**src/rtl/fcg_pkg.sv**
```systemverilog
package fcg_pkg;
    typedef enum logic [1:0] {
        CLS_POSTED = 2'd0,
        CLS_NONPOST = 2'd1,
        CLS_CPL = 2'd2,
        CLS_RSV = 2'd3
    } tlp_class_e;

    localparam int NUM_CLASSES = 3;
endpackage

```
**src/rtl/fcg_need.sv**
```systemverilog
module fcg_need #(
    parameter int LEN_W = 10,
    parameter int DW = 12
) (
    input  logic             has_data,
    input  logic [LEN_W-1:0] len,
    output logic [DW-1:0]    dneed
);
    logic [LEN_W:0] sum;

    always_comb begin
        sum = {1'b0, len} + (LEN_W+1)'(3);
        dneed = has_data ? DW'(sum >> 2) : '0;
    end
endmodule

```
**src/rtl/fcg_pool.sv**
```systemverilog
module fcg_pool #(
    parameter int W = 8
) (
    input  logic         clk,
    input  logic         rst_n,
    input  logic         upd_en,
    input  logic         upd_inf,
    input  logic [W-1:0] upd_val,
    input  logic [W-1:0] need,
    input  logic         consume,
    output logic         ok,
    output logic [W-1:0] limit,
    output logic [W-1:0] used,
    output logic [W-1:0] avail
);
    localparam logic [W-1:0] HALF = {1'b1, {(W-1){1'b0}}};

    typedef struct packed {
        logic [W-1:0] lim;
        logic [W-1:0] cnt;
        logic         inf;
    } pool_t;

    pool_t st_d, st_q;
    logic [W-1:0] slack;

    always_comb begin
        st_d  = st_q;
        avail = st_q.lim - st_q.cnt;
        slack = avail - need;
        ok    = st_q.inf || (slack <= HALF);
        if (upd_en) begin
            st_d.lim = upd_val;
            st_d.inf = upd_inf;
        end
        if (consume) begin
            st_d.cnt = st_q.cnt + need;
        end
    end

    always_ff @(posedge clk) begin
        if (!rst_n) begin
            st_q <= '0;
        end else begin
            st_q <= st_d;
        end
    end

    assign limit = st_q.lim;
    assign used  = st_q.cnt;

    assert_count_idle_R1: assert property (@(posedge clk) disable iff (!rst_n)
        !consume |=> used == $past(used));
    assert_count_step_R1: assert property (@(posedge clk) disable iff (!rst_n)
        consume |=> used == W'($past(used) + $past(need)));
    assert_limit_load_R5: assert property (@(posedge clk) disable iff (!rst_n)
        upd_en |=> limit == $past(upd_val));
    assert_no_overdraw_R3: assert property (@(posedge clk) disable iff (!rst_n)
        consume |-> ok);
endmodule

```
**src/rtl/fc_credit_gate.sv**
```systemverilog
module fc_credit_gate
    import fcg_pkg::*;
#(
    parameter int HDR_W = 8,
    parameter int DATA_W = 12,
    parameter int LEN_W = 10
) (
    input  logic                          clk,
    input  logic                          rst_n,
    input  logic                          in_valid,
    output logic                          in_ready,
    input  logic [1:0]                    in_class,
    input  logic                          in_has_data,
    input  logic [LEN_W-1:0]              in_len,
    output logic                          out_valid,
    input  logic                          out_ready,
    output logic [1:0]                    out_class,
    output logic                          out_has_data,
    output logic [LEN_W-1:0]              out_len,
    input  logic                          lim_upd_valid,
    input  logic [2:0]                    lim_upd_sel,
    input  logic [DATA_W-1:0]             lim_upd_value,
    input  logic                          lim_upd_inf,
    output logic [NUM_CLASSES*HDR_W-1:0]  hdr_limit,
    output logic [NUM_CLASSES*HDR_W-1:0]  hdr_used,
    output logic [NUM_CLASSES*HDR_W-1:0]  hdr_avail,
    output logic [NUM_CLASSES*DATA_W-1:0] data_limit,
    output logic [NUM_CLASSES*DATA_W-1:0] data_used,
    output logic [NUM_CLASSES*DATA_W-1:0] data_avail
);
    logic [DATA_W-1:0]      dneed;
    logic [NUM_CLASSES-1:0] hdr_ok;
    logic [NUM_CLASSES-1:0] dat_ok;
    logic                   gate_ok;
    logic                   accept;

    fcg_need #(.LEN_W(LEN_W), .DW(DATA_W)) u_need (
        .has_data (in_has_data),
        .len      (in_len),
        .dneed    (dneed)
    );

    for (genvar c = 0; c < NUM_CLASSES; c++) begin : g_cls
        logic take;
        assign take = accept && (in_class == 2'(c));

        fcg_pool #(.W(HDR_W)) u_hdr (
            .clk     (clk),
            .rst_n   (rst_n),
            .upd_en  (lim_upd_valid && (lim_upd_sel == 3'(2*c))),
            .upd_inf (lim_upd_inf),
            .upd_val (lim_upd_value[HDR_W-1:0]),
            .need    (HDR_W'(1)),
            .consume (take),
            .ok      (hdr_ok[c]),
            .limit   (hdr_limit[c*HDR_W +: HDR_W]),
            .used    (hdr_used[c*HDR_W +: HDR_W]),
            .avail   (hdr_avail[c*HDR_W +: HDR_W])
        );

        fcg_pool #(.W(DATA_W)) u_dat (
            .clk     (clk),
            .rst_n   (rst_n),
            .upd_en  (lim_upd_valid && (lim_upd_sel == 3'(2*c+1))),
            .upd_inf (lim_upd_inf),
            .upd_val (lim_upd_value),
            .need    (dneed),
            .consume (take),
            .ok      (dat_ok[c]),
            .limit   (data_limit[c*DATA_W +: DATA_W]),
            .used    (data_used[c*DATA_W +: DATA_W]),
            .avail   (data_avail[c*DATA_W +: DATA_W])
        );
    end

    always_comb begin
        gate_ok = 1'b0;
        if (in_class != CLS_RSV) begin
            gate_ok = hdr_ok[in_class] && dat_ok[in_class];
        end
        out_valid    = in_valid && gate_ok;
        in_ready     = out_ready && gate_ok;
        accept       = in_valid && in_ready;
        out_class    = in_class;
        out_has_data = in_has_data;
        out_len      = in_len;
    end

    assert_block_R4: assert property (@(posedge clk) disable iff (!rst_n)
        (in_valid && !gate_ok) |-> (!out_valid && !in_ready));
    assert_stall_R9: assert property (@(posedge clk) disable iff (!rst_n)
        !out_ready |-> !in_ready);
    assert_rsv_R11: assert property (@(posedge clk) disable iff (!rst_n)
        (in_class == CLS_RSV) |-> !out_valid);
    assert_fwd_R10: assert property (@(posedge clk) disable iff (!rst_n)
        out_valid |-> in_valid);
endmodule

```
**config.mk**
```make
export PLATFORM = sky130hd
export DESIGN_NAME = fc_credit_gate
export DESIGN_NICKNAME = d
export VERILOG_FILES = /design/src/rtl/fcg_pkg.sv /design/src/rtl/fcg_need.sv /design/src/rtl/fcg_pool.sv /design/src/rtl/fc_credit_gate.sv
export SDC_FILE = /design/constraint.sdc
export NUM_CORES = 1
export LEC_CHECK = 0
export BUFFER_PORTS_ARGS = -buffer_cell sky130_fd_sc_hd__buf_2
export CORE_MARGIN = 10
export CORE_UTILIZATION = 43
export CTS_BUF_LIST = sky130_fd_sc_hd__clkbuf_2
export DETAILED_ROUTE_END_ITERATION = 7
export PLACE_DENSITY = 0.78
export SYNTH_ARGS = -nofsm -noshare
export SYNTH_HDL_FRONTEND = slang
export SYNTH_SLANG_ARGS = --single-unit
```
**constraint.sdc**
```tcl
create_clock -name clk -period 5.3 [get_ports clk]
set_input_delay 1.06 -clock clk [delete_from_list [all_inputs] [get_ports clk]]
set_output_delay 1.06 -clock clk [all_outputs]
set_load 0.05 [all_outputs]
```
==> results of run 1 <==
[cell families (layout without fill, tap and decap cells)]
| kind of cell | count (synthesis) | count (layout) | share of synthesized area [%] |
|---|---|---|---|
| flip-flops | 126 | 126 | 22.3 |
| AND/OR/NAND/NOR | 464 | 464 | 19.8 |
| adder cells (fa/ha/maj) | 124 | 124 | 14.4 |
| XOR/XNOR | 98 | 98 | 7.72 |
| other | 0 | 4 | 0 |
| multiplexers | 15 | 15 | 1.35 |
| AO/OA/AOI/OAI | 345 | 345 | 20.2 |
| buffers and inverters | 284 | 539 | 14.2 |
[layout make-up]
type                    count  area (um^2)
diodes                      4         10.0
clock buffers              17         85.1
clock inverters            15          233
fillers                  2431        12200
inverters                 116          439
multi-input cells        1046         7640
flip-flops and latches    126         2530
well taps                 335          419
repair buffers            391         2430
[power groups by stage]
stage	combinational (mW)	clock, mW	sequential, mW
final	1.99	0.809	0.985
after global routing	2.12	0.860	0.987
after CTS	1.91	0.823	0.984
after detailed placement	1.77	0	1.00
after global placement	1.74	0	1.00
after floorplan	1.20	0	0.997
[state kept, by name, summed over array words and instances (netlist names)]
register,cells
g_cls.u_hdr.limit,24
g_cls.u_dat.st_q,3
g_cls.u_hdr.used,24
g_cls.u_hdr.st_q,3
g_cls.u_dat.used,36
g_cls.u_dat.limit,36
[critical path, cell delays in order, from the launching register on]
cell and delay [ps]:
dfxtp_1 440, inv_1 80, fa_2 420, nand2b_4 170, a21oi_2 150, a21o_1 160, a21oi_4 80, xnor2_4 230
ha_4 250, a21oi_4 190, buf_4 130, buf_4 100, o31ai_4 70, a211o_1 340, a221o_1 350, nand4b_1 120
and2_4 180, nor3_4 40, and2_4 180, and3_4 150, buf_8 140
[layer usage]
layer / global-route usage, % / part of all wire (%) / up-vias
met5: 0 / 0.030 / -
met4: 7.94 / 3.6 / 2
li1: - / - / 5446
met1: 28.7 / 43 / 5360
met2: 37.8 / 46 / 476
met3: 5.26 / 7.8 / 80
[cells in the final DEF, fill, tap and decap left out, drive strengths merged, types with 10 or more instances in the layout]
| cell type | synthesis | layout |
|---|---|---|
| buf | 146 | 391 |
| nand2 | 179 | 179 |
| a21oi | 131 | 131 |
| dfxtp | 126 | 126 |
| inv | 116 | 119 |
| ha | 105 | 105 |
| nor2 | 89 | 89 |
| xnor2 | 69 | 69 |
| o21ai | 37 | 37 |
| a21o | 36 | 36 |
| nand3 | 36 | 36 |
| xor2 | 28 | 28 |
| nor2b | 21 | 21 |
| nor3 | 20 | 20 |
| nand4 | 19 | 19 |
| o21a | 18 | 18 |
| nand2b | 18 | 18 |
| clkbuf | 22 | 17 |
| and3 | 16 | 16 |
| or3 | 15 | 15 |
| and2 | 15 | 15 |
| a211oi | 14 | 14 |
| o211ai | 13 | 13 |
| mux2i | 13 | 13 |
| o31ai | 13 | 13 |
| fa | 12 | 12 |
| a31oi | 10 | 10 |
[timing repair]
item                                    4_1_cts  5_1_grt
endpoints found under the setup margin        2        2
resized for setup                            57       23
setup buffers                                16        6
hold buffers                                  0        0
pin swaps                                    18       24
[how the worst max path moves through the flow]
stage	from	endpoint	slack, ps	cells past startpoint
after floorplan	g_cls[2].u_dat.limit[0]	in_ready	20	19
after global placement	in_len[0]	out_valid	-450	18
after detailed placement	in_len[2]	out_valid	-500	17
after CTS	g_cls[2].u_dat.limit[0]	out_valid	-550	20
after global routing	g_cls[2].u_dat.limit[0]	out_valid	-810	21
final	g_cls[2].u_dat.limit[1]	out_valid	-560	20
==> flow_metrics.env, run 1 <==
export IMPL_dr_first_iter_drc_count=778
export IMPL_combPwrFrac_pct=52.6
export IMPL_start_kind="flip-flop"
export IMPL_min_period_over_period_pct=111
export IMPL_ys_top_cells_by_count="nand2_1 (179), buf_4 (139), a21oi_1 (130)"
export IMPL_p_switching_mw=1.66
export IMPL_die_area_mm2=0.0331
export IMPL_rr_endpoint="g_cls[0].u_dat.used[5]"
export IMPL_place_hpwl_mm=31.7
export IMPL_rsz0062_at_grt="true"
export IMPL_drtAntennaViolNets=0
export IMPL_slew_violations=0
export IMPL_synth_avg_cell_area_um2=7.76
export IMPL_violations="negative setup slack"
export IMPL_drv_cap=0
export IMPL_status="complete, but fails checks"
export IMPL_fin_cells=2050
export IMPL_first_global_vias=10941
export IMPL_cts_buffers=17
export IMPL_yosysMostFrequentCell="nand2_1"
export IMPL_gr_total_overflow=0
export IMPL_cts_sinks=126
export IMPL_critPathRequiredTime_ps=4240
export IMPL_setup_viol=2
export IMPL_cts_max_level=4
export IMPL_hold_depth=2
export IMPL_finalInstanceArea_mm2=0.0138
export IMPL_yosysSeqAreaShare_pct=22.3
export IMPL_start_util_pct=43.5
export IMPL_path_clk_slew_ps=280
export IMPL_drcViolationCount=0
export IMPL_synth_cell_types=84
export IMPL_finalPower_mw=3.78
export IMPL_antenna_found_initial=2
export IMPL_synth_cells=1456
export IMPL_fin_ws_ps=-557
export IMPL_ir_drop_v=0.000160
export IMPL_yosys_top_cells_area="dfxtp_1 (22%), ha_1 (12%), buf_4 (9.2%)"
export IMPL_gp_congestion=0.993
export IMPL_worst_pin_slew_ps=911
export IMPL_fmax_mhz=171
export IMPL_r2r_start="g_cls[0].u_dat.limit[0]"
export IMPL_reg2regPathDepth=22
export IMPL_die_w_um=182
export IMPL_dp_slack_ps=-497
export IMPL_cts_tree="yes"
export IMPL_whs_ps=473
export IMPL_nets=1849
export IMPL_dpl_cell_count=1993
export IMPL_final_core_util_pct=53.1
export IMPL_synthesis_area_mm2=0.0113
export IMPL_p_per_area_mw_per_mm2=274
export IMPL_root_buffer="clkbuf_2"
export IMPL_synth_top_area_cell="dfxtp_1"
export IMPL_fin_tns_setup_ps=-1110
export IMPL_io_buffers=228
export IMPL_skew_ps=63.3
export IMPL_ys_warn_count=0
export IMPL_vias=11364
export IMPL_synth_edff_count=0
export IMPL_syn2layout_area_growth_pct=22.1
export IMPL_placement_cell_area_mm2=0.0130
export IMPL_arrival_ps=4800
export IMPL_r2r_slack_ps=730
export IMPL_track_usage_pct=22.9
export IMPL_p_sw_share_pct=43.8
export IMPL_fin_crit_ps=5860
export IMPL_grt_max_degree=79
export IMPL_crit_fanout=4
export IMPL_hold_path_class="flip-flop to flip-flop"
export IMPL_hold_end="g_cls[2].u_hdr.st_q[0]"
export IMPL_async_flop_share_pct=0
export IMPL_min_delay_start="g_cls[2].u_hdr.st_q[0]"
export IMPL_end_kind="primary output"
export IMPL_final_hold_viol_count=0
export IMPL_row_count=59
export IMPL_power_internal_mw=2.12
export IMPL_core_area_mm2=0.0260
export IMPL_drtPass1Iterations=5
export IMPL_ys_ff_latch=126
export IMPL_grt_pass1_wl_mm=61.0
export IMPL_leakagePower_nw=6.59
export IMPL_synth_net_count=1607
export IMPL_pwr_share_seq_pct=26.0
export IMPL_clock_power_share_pct=21.4
export IMPL_cts_max_path_buffers=2
export IMPL_ys_flop_type="dfxtp_1"
export IMPL_wl_per_cell_um=19.5
export IMPL_drive_above_1_share_pct=30.5
export IMPL_synth_top_cell_area_share_pct=22.3
export IMPL_wirelength_mm=39.9
export IMPL_path_class="flip-flop to primary output"
export IMPL_slew_headroom_pct=39.3
export IMPL_die_h_um=182
export IMPL_clkLatencyLatePin_ps=780
export IMPL_io_pins=229
export IMPL_vias_per_cell=5.54
(Power assumes the default switching activity.)
==> inputs of run 2 (changes only) <==
Settings changed: SKIP_CTS_REPAIR_TIMING set to 1.
==> flow_metrics.env, run 2 (same netlist as run 1, synthesis figures left out) <==
export IMPL_final_common_cell="buf_2"
export IMPL_grt_pass1_wl_mm=60.2
export IMPL_start_util_pct=43.5
export IMPL_place_hpwl_mm=31.7
export IMPL_violations="negative setup slack"
export IMPL_critPathRequiredTime_ps=4240
export IMPL_grt_max_degree=79
export IMPL_hold_depth=2
export IMPL_syn2layout_area_growth_pct=20.9
export IMPL_status="complete, but fails checks"
export IMPL_crit_fanout=4
export IMPL_path_class="flip-flop to primary output"
export IMPL_hold_path_class="flip-flop to flip-flop"
export IMPL_r2r_start="g_cls[0].u_dat.used[2]"
export IMPL_gr_total_overflow=0
export IMPL_final_cell_mix="buf_2 (226), nand2_1 (178), buf_4 (149)"
export IMPL_clkLatencyLatePin_ps=800
export IMPL_dr_first_iter_drc_count=727
export IMPL_vias=11290
export IMPL_rr_endpoint="g_cls[0].u_dat.used[5]"
export IMPL_r2r_slack_ps=650
export IMPL_drv_cap=0
export IMPL_cts_max_level=4
export IMPL_root_buffer="clkbuf_2"
export IMPL_die_area_mm2=0.0331
export IMPL_min_period_over_period_pct=111
export IMPL_fin_tns_setup_ps=-1170
export IMPL_wl_per_cell_um=19.4
export IMPL_setup_viol=2
export IMPL_cts_sinks=126
export IMPL_n_fill_cell=2446
export IMPL_slew_headroom_pct=40.3
export IMPL_worst_pin_slew_ps=896
export IMPL_io_buffers=228
export IMPL_core_area_mm2=0.0260
export IMPL_drtAntennaViolNets=0
export IMPL_cts_tree="yes"
export IMPL_drive_above_1_share_pct=29.5
export IMPL_slew_violations=0
export IMPL_cts_buffers=17
export IMPL_fmax_mhz=170
export IMPL_final_hold_viol_count=0
export IMPL_vias_per_cell=5.54
export IMPL_die_h_um=182
export IMPL_reg2regPathDepth=23
export IMPL_io_pins=229
export IMPL_arrival_ps=4830
export IMPL_hold_end="g_cls[2].u_hdr.st_q[0]"
export IMPL_die_w_um=182
export IMPL_ir_drop_v=0.000161
export IMPL_gp_congestion=0.993
export IMPL_skew_ps=74.2
export IMPL_path_clk_slew_ps=230
export IMPL_whs_ps=473
export IMPL_end_kind="primary output"
export IMPL_fin_crit_ps=5890
export IMPL_leakagePower_nw=6.53
export IMPL_start_kind="flip-flop"
export IMPL_p_per_area_mw_per_mm2=273
export IMPL_rsz0062_at_grt="true"
export IMPL_min_delay_start="g_cls[2].u_hdr.st_q[0]"
export IMPL_nets=1838
export IMPL_drtPass1Iterations=7
export IMPL_first_global_vias=10777
export IMPL_wirelength_mm=39.6
export IMPL_cts_max_path_buffers=2
export IMPL_row_count=59
export IMPL_fin_ws_ps=-587
export IMPL_antenna_found_initial=2
export IMPL_drcViolationCount=0
export IMPL_track_usage_pct=22.7
## run 2: layer usage
| layer | global-route usage, % | vias to the layer above | routed length [um] | part of all wire, % |
|---|---|---|---|---|
| li1 | - | 5419 | - | - |
| met1 | 28.4 | 5356 | 17200 | 44 |
| met2 | 37.5 | 444 | 18300 | 46 |
| met3 | 5.32 | 69 | 2810 | 7.1 |
| met4 | 7.22 | 2 | 1190 | 3.0 |
| met5 | 0 | - | 12 | 0.030 |
## run 2: cell type report
class / count / area (um^2) / area share [%]
antenna: 4 / 10.0 / 0.0733
clock buffer: 17 / 85.1 / 0.623
clock inverter: 15 / 233 / 1.70
inverter: 116 / 439 / 3.22
multi-input combinational: 1046 / 7600 / 55.7
sequential: 126 / 2530 / 18.5
tap: 335 / 419 / 3.07
timing repair buffer: 380 / 2340 / 17.1
## run 2: worst max-delay path by stage
stage | startpoint | to | cells after the start | slack, ps
6_report | g_cls[2].u_dat.limit[0] | out_valid | 21 | -590
5_1_grt | g_cls[2].u_dat.limit[0] | out_valid | 21 | -880
4_1_cts | g_cls[2].u_dat.limit[0] | out_valid | 20 | -1100
3_5_place_dp | in_len[2] | out_valid | 17 | -500
3_3_place_gp | in_len[0] | out_valid | 18 | -450
2_1_floorplan | g_cls[2].u_dat.limit[0] | in_ready | 19 | 20
## run 2: metrics by stage
step	cell area [um^2]	total power, mW	utilization [%]	instances	setup slack [ps]
after floorplan	11500	2.20	-	1456	17.4
after global placement	13000	2.74	49.9	1993	-448
after detailed placement	13000	2.77	49.9	1993	-497
after CTS	13300	3.58	51.1	2025	-1100
after global routing	13700	3.92	52.5	2039	-880
final	13700	3.73	52.5	2039	-587
## run 2: critical path, cell delays in order (launching register included)
cell      delay (ps)
dfxtp_2          390
inv_2             50
ha_4             170
fa_2             420
nand2b_4         170
a21oi_2          150
a21o_1           160
a21oi_4           80
xnor2_4          200
ha_4             250
a21oi_4          190
buf_4            130
buf_4            100
o31ai_4           70
a211o_1          340
o21ai_2          130
nand4b_1         140
and2_4           210
nor3_4           170
and2_4           200
and3_4           190
buf_8            140
## run 2: power by group
part	internal, mW	total [mW]	switching [mW]
sequential	0.967	0.985	0.0179
combinational	0.757	1.93	1.17
clock	0.367	0.812	0.445
total	2.09	3.73	1.64
==> inputs of run 3 (changes only) <==
Settings changed: PLACE_DENSITY 0.78 to 0.75.
==> flow_metrics.env, run 3 (same netlist as run 1, synthesis figures left out) <==
export IMPL_status="complete, but fails checks"
export IMPL_violations="negative setup slack"
export IMPL_p_per_area_mw_per_mm2=269
export IMPL_final_cell_mix="buf_2 (226), nand2_1 (178), buf_4 (151)"
export IMPL_cts_max_path_buffers=2
export IMPL_clkLatencyLatePin_ps=730
export IMPL_grt_max_degree=56
export IMPL_fmax_mhz=173
export IMPL_antenna_found_initial=5
export IMPL_n_fill_cell=2499
export IMPL_end_kind="primary output"
export IMPL_syn2layout_area_growth_pct=21.4
export IMPL_wl_per_cell_um=19.5
export IMPL_setup_viol=2
export IMPL_drtPass1Iterations=5
export IMPL_die_h_um=182
export IMPL_placement_cell_area_mm2=0.0129
export IMPL_skew_ps=43.4
export IMPL_rsz0062_at_grt="true"
export IMPL_grt_util_met2_pct=38.1
export IMPL_grt_pass1_wl_mm=60.4
export IMPL_crit_fanout=3
export IMPL_final_hold_viol_count=0
export IMPL_fin_ws_ps=-496
export IMPL_arrival_ps=4740
export IMPL_grt_met1_usage_pct=28.3
export IMPL_fin_tns_setup_ps=-989
export IMPL_vias=11267
export IMPL_core_area_mm2=0.0260
export IMPL_first_global_vias=10727
export IMPL_wirelength_mm=39.7
export IMPL_die_area_mm2=0.0331
export IMPL_finalInstanceArea_mm2=0.0137
export IMPL_max_stage_delay_ps=420
export IMPL_track_usage_pct=22.7
export IMPL_cts_max_level=4
export IMPL_start_kind="flip-flop"
export IMPL_hold_depth=2
export IMPL_reg2regPathDepth=22
export IMPL_io_pins=229
export IMPL_drv_cap=0
export IMPL_gp_congestion=0.966
export IMPL_worst_pin_slew_ps=807
export IMPL_drive_above_1_share_pct=30.2
export IMPL_r2r_start="g_cls[0].u_dat.used[2]"
export IMPL_crit_chain="inv_1 > ha_1 > nor2b_1 > o2111a_2 > o21ai_2 > nand2b_1 > a21oi_2 > xnor2_2 > ha_1 > a21o_1 > a211oi_2 > o21ai_2 > a2111o_1 > a22oi_2 > a211o_1 > o311a_1 > and2_4 > and3_4 > buf_8"
export IMPL_cts_sinks=126
export IMPL_root_buffer="clkbuf_2"
export IMPL_path_class="flip-flop to primary output"
export IMPL_hold_end="g_cls[1].u_dat.st_q[0]"
export IMPL_die_w_um=182
export IMPL_r2r_slack_ps=850
export IMPL_gr_total_overflow=0
export IMPL_critPathRequiredTime_ps=4240
export IMPL_vias_per_cell=5.53
export IMPL_whs_ps=472
export IMPL_final_common_cell="buf_2"
export IMPL_leakagePower_nw=6.54
export IMPL_min_period_over_period_pct=109
export IMPL_row_count=59
export IMPL_worst_path_max_delay_cell="a2111o_1"
export IMPL_drcViolationCount=0
export IMPL_cts_tree="yes"
export IMPL_start_util_pct=43.5
export IMPL_place_hpwl_mm=31.7
export IMPL_cts_buffers=17
export IMPL_min_delay_start="g_cls[1].u_dat.st_q[0]"
export IMPL_ir_drop_v=0.000204
export IMPL_hold_path_class="flip-flop to flip-flop"
export IMPL_rr_endpoint="g_cls[0].u_dat.used[3]"
export IMPL_crit_start="g_cls[1].u_dat.used[1]"
export IMPL_crit_family="compound AO/OA/AOI/OAI gates"
export IMPL_crit_buf_inv=2
export IMPL_slew_headroom_pct=46.0
export IMPL_met3_usage_pct=5.76
export IMPL_fin_crit_ps=5800
export IMPL_dr_first_iter_drc_count=777
export IMPL_path_clk_slew_ps=200
export IMPL_nets=1840
export IMPL_io_buffers=228
export IMPL_drtAntennaViolNets=0
export IMPL_grt_busiest_layer="met2"
export IMPL_slew_violations=0
## run 3: cell types whose count changed in the layout (fill, tap and decap cells not counted), moves of 2 or more
cell and delta:
ha_1 -2, o21ai_2 +2, clkinvlp_4 +3, diode_2 -3
ha_4 +2, clkinv_2 -2, buf_4 +2
## run 3: layout make-up
| type | instances | area [um^2] | share of cell area, % |
|---|---|---|---|
| Inverter | 116 | 437 | 3.19 |
| Multi-Input combinational cell | 1046 | 7690 | 56.1 |
| Sequential cell | 126 | 2530 | 18.5 |
| Clock inverter | 13 | 190 | 1.39 |
| Clock buffer | 18 | 90.1 | 0.657 |
| Antenna cell | 1 | 2.50 | 0.0183 |
| Timing Repair Buffer | 382 | 2350 | 17.1 |
| Tap cell | 335 | 419 | 3.06 |
## run 3: worst max-delay path by stage
| stage | endpoint | slack [ps] | depth (start not counted) |
|---|---|---|---|
| final | in_ready | -500 | 19 |
| after global routing | in_ready | -780 | 20 |
| after CTS | out_valid | -1070 | 20 |
| after detailed placement | out_valid | -540 | 17 |
| after global placement | in_ready | -410 | 17 |
| after floorplan | in_ready | 20 | 19 |
## run 3: metrics by stage
stage / total power, mW / instances / setup slack (ps) / util (%)
floorplan: 2.20 / 1456 / 17.4 / -
global placement: 2.76 / 1992 / -414 / 49.8
detailed placement: 2.78 / 1992 / -535 / 49.8
CTS: 3.51 / 2023 / -1070 / 50.9
global route: 3.87 / 2037 / -781 / 52.7
finish: 3.68 / 2037 / -496 / 52.7
## run 3: power by group
part / total, mW / leakage [nW] / internal, mW / switching, mW
clock network: 0.729 / 0.155 / 0.313 / 0.417
registers: 0.984 / 1.02 / 0.966 / 0.0176
logic: 1.97 / 5.36 / 0.779 / 1.19
## run 3: worst min-delay path: stages (launching register included)
cell	delay [ps]
dfxtp_1	350
nand2_1	50
a21oi_1	50
## run 3: per-layer routing
layer | vias up | wire (um)
met2 | 440 | 18900
li1 | 5414 | -
met5 | - | 34
met4 | 6 | 862
met3 | 54 | 2920
met1 | 5353 | 17000
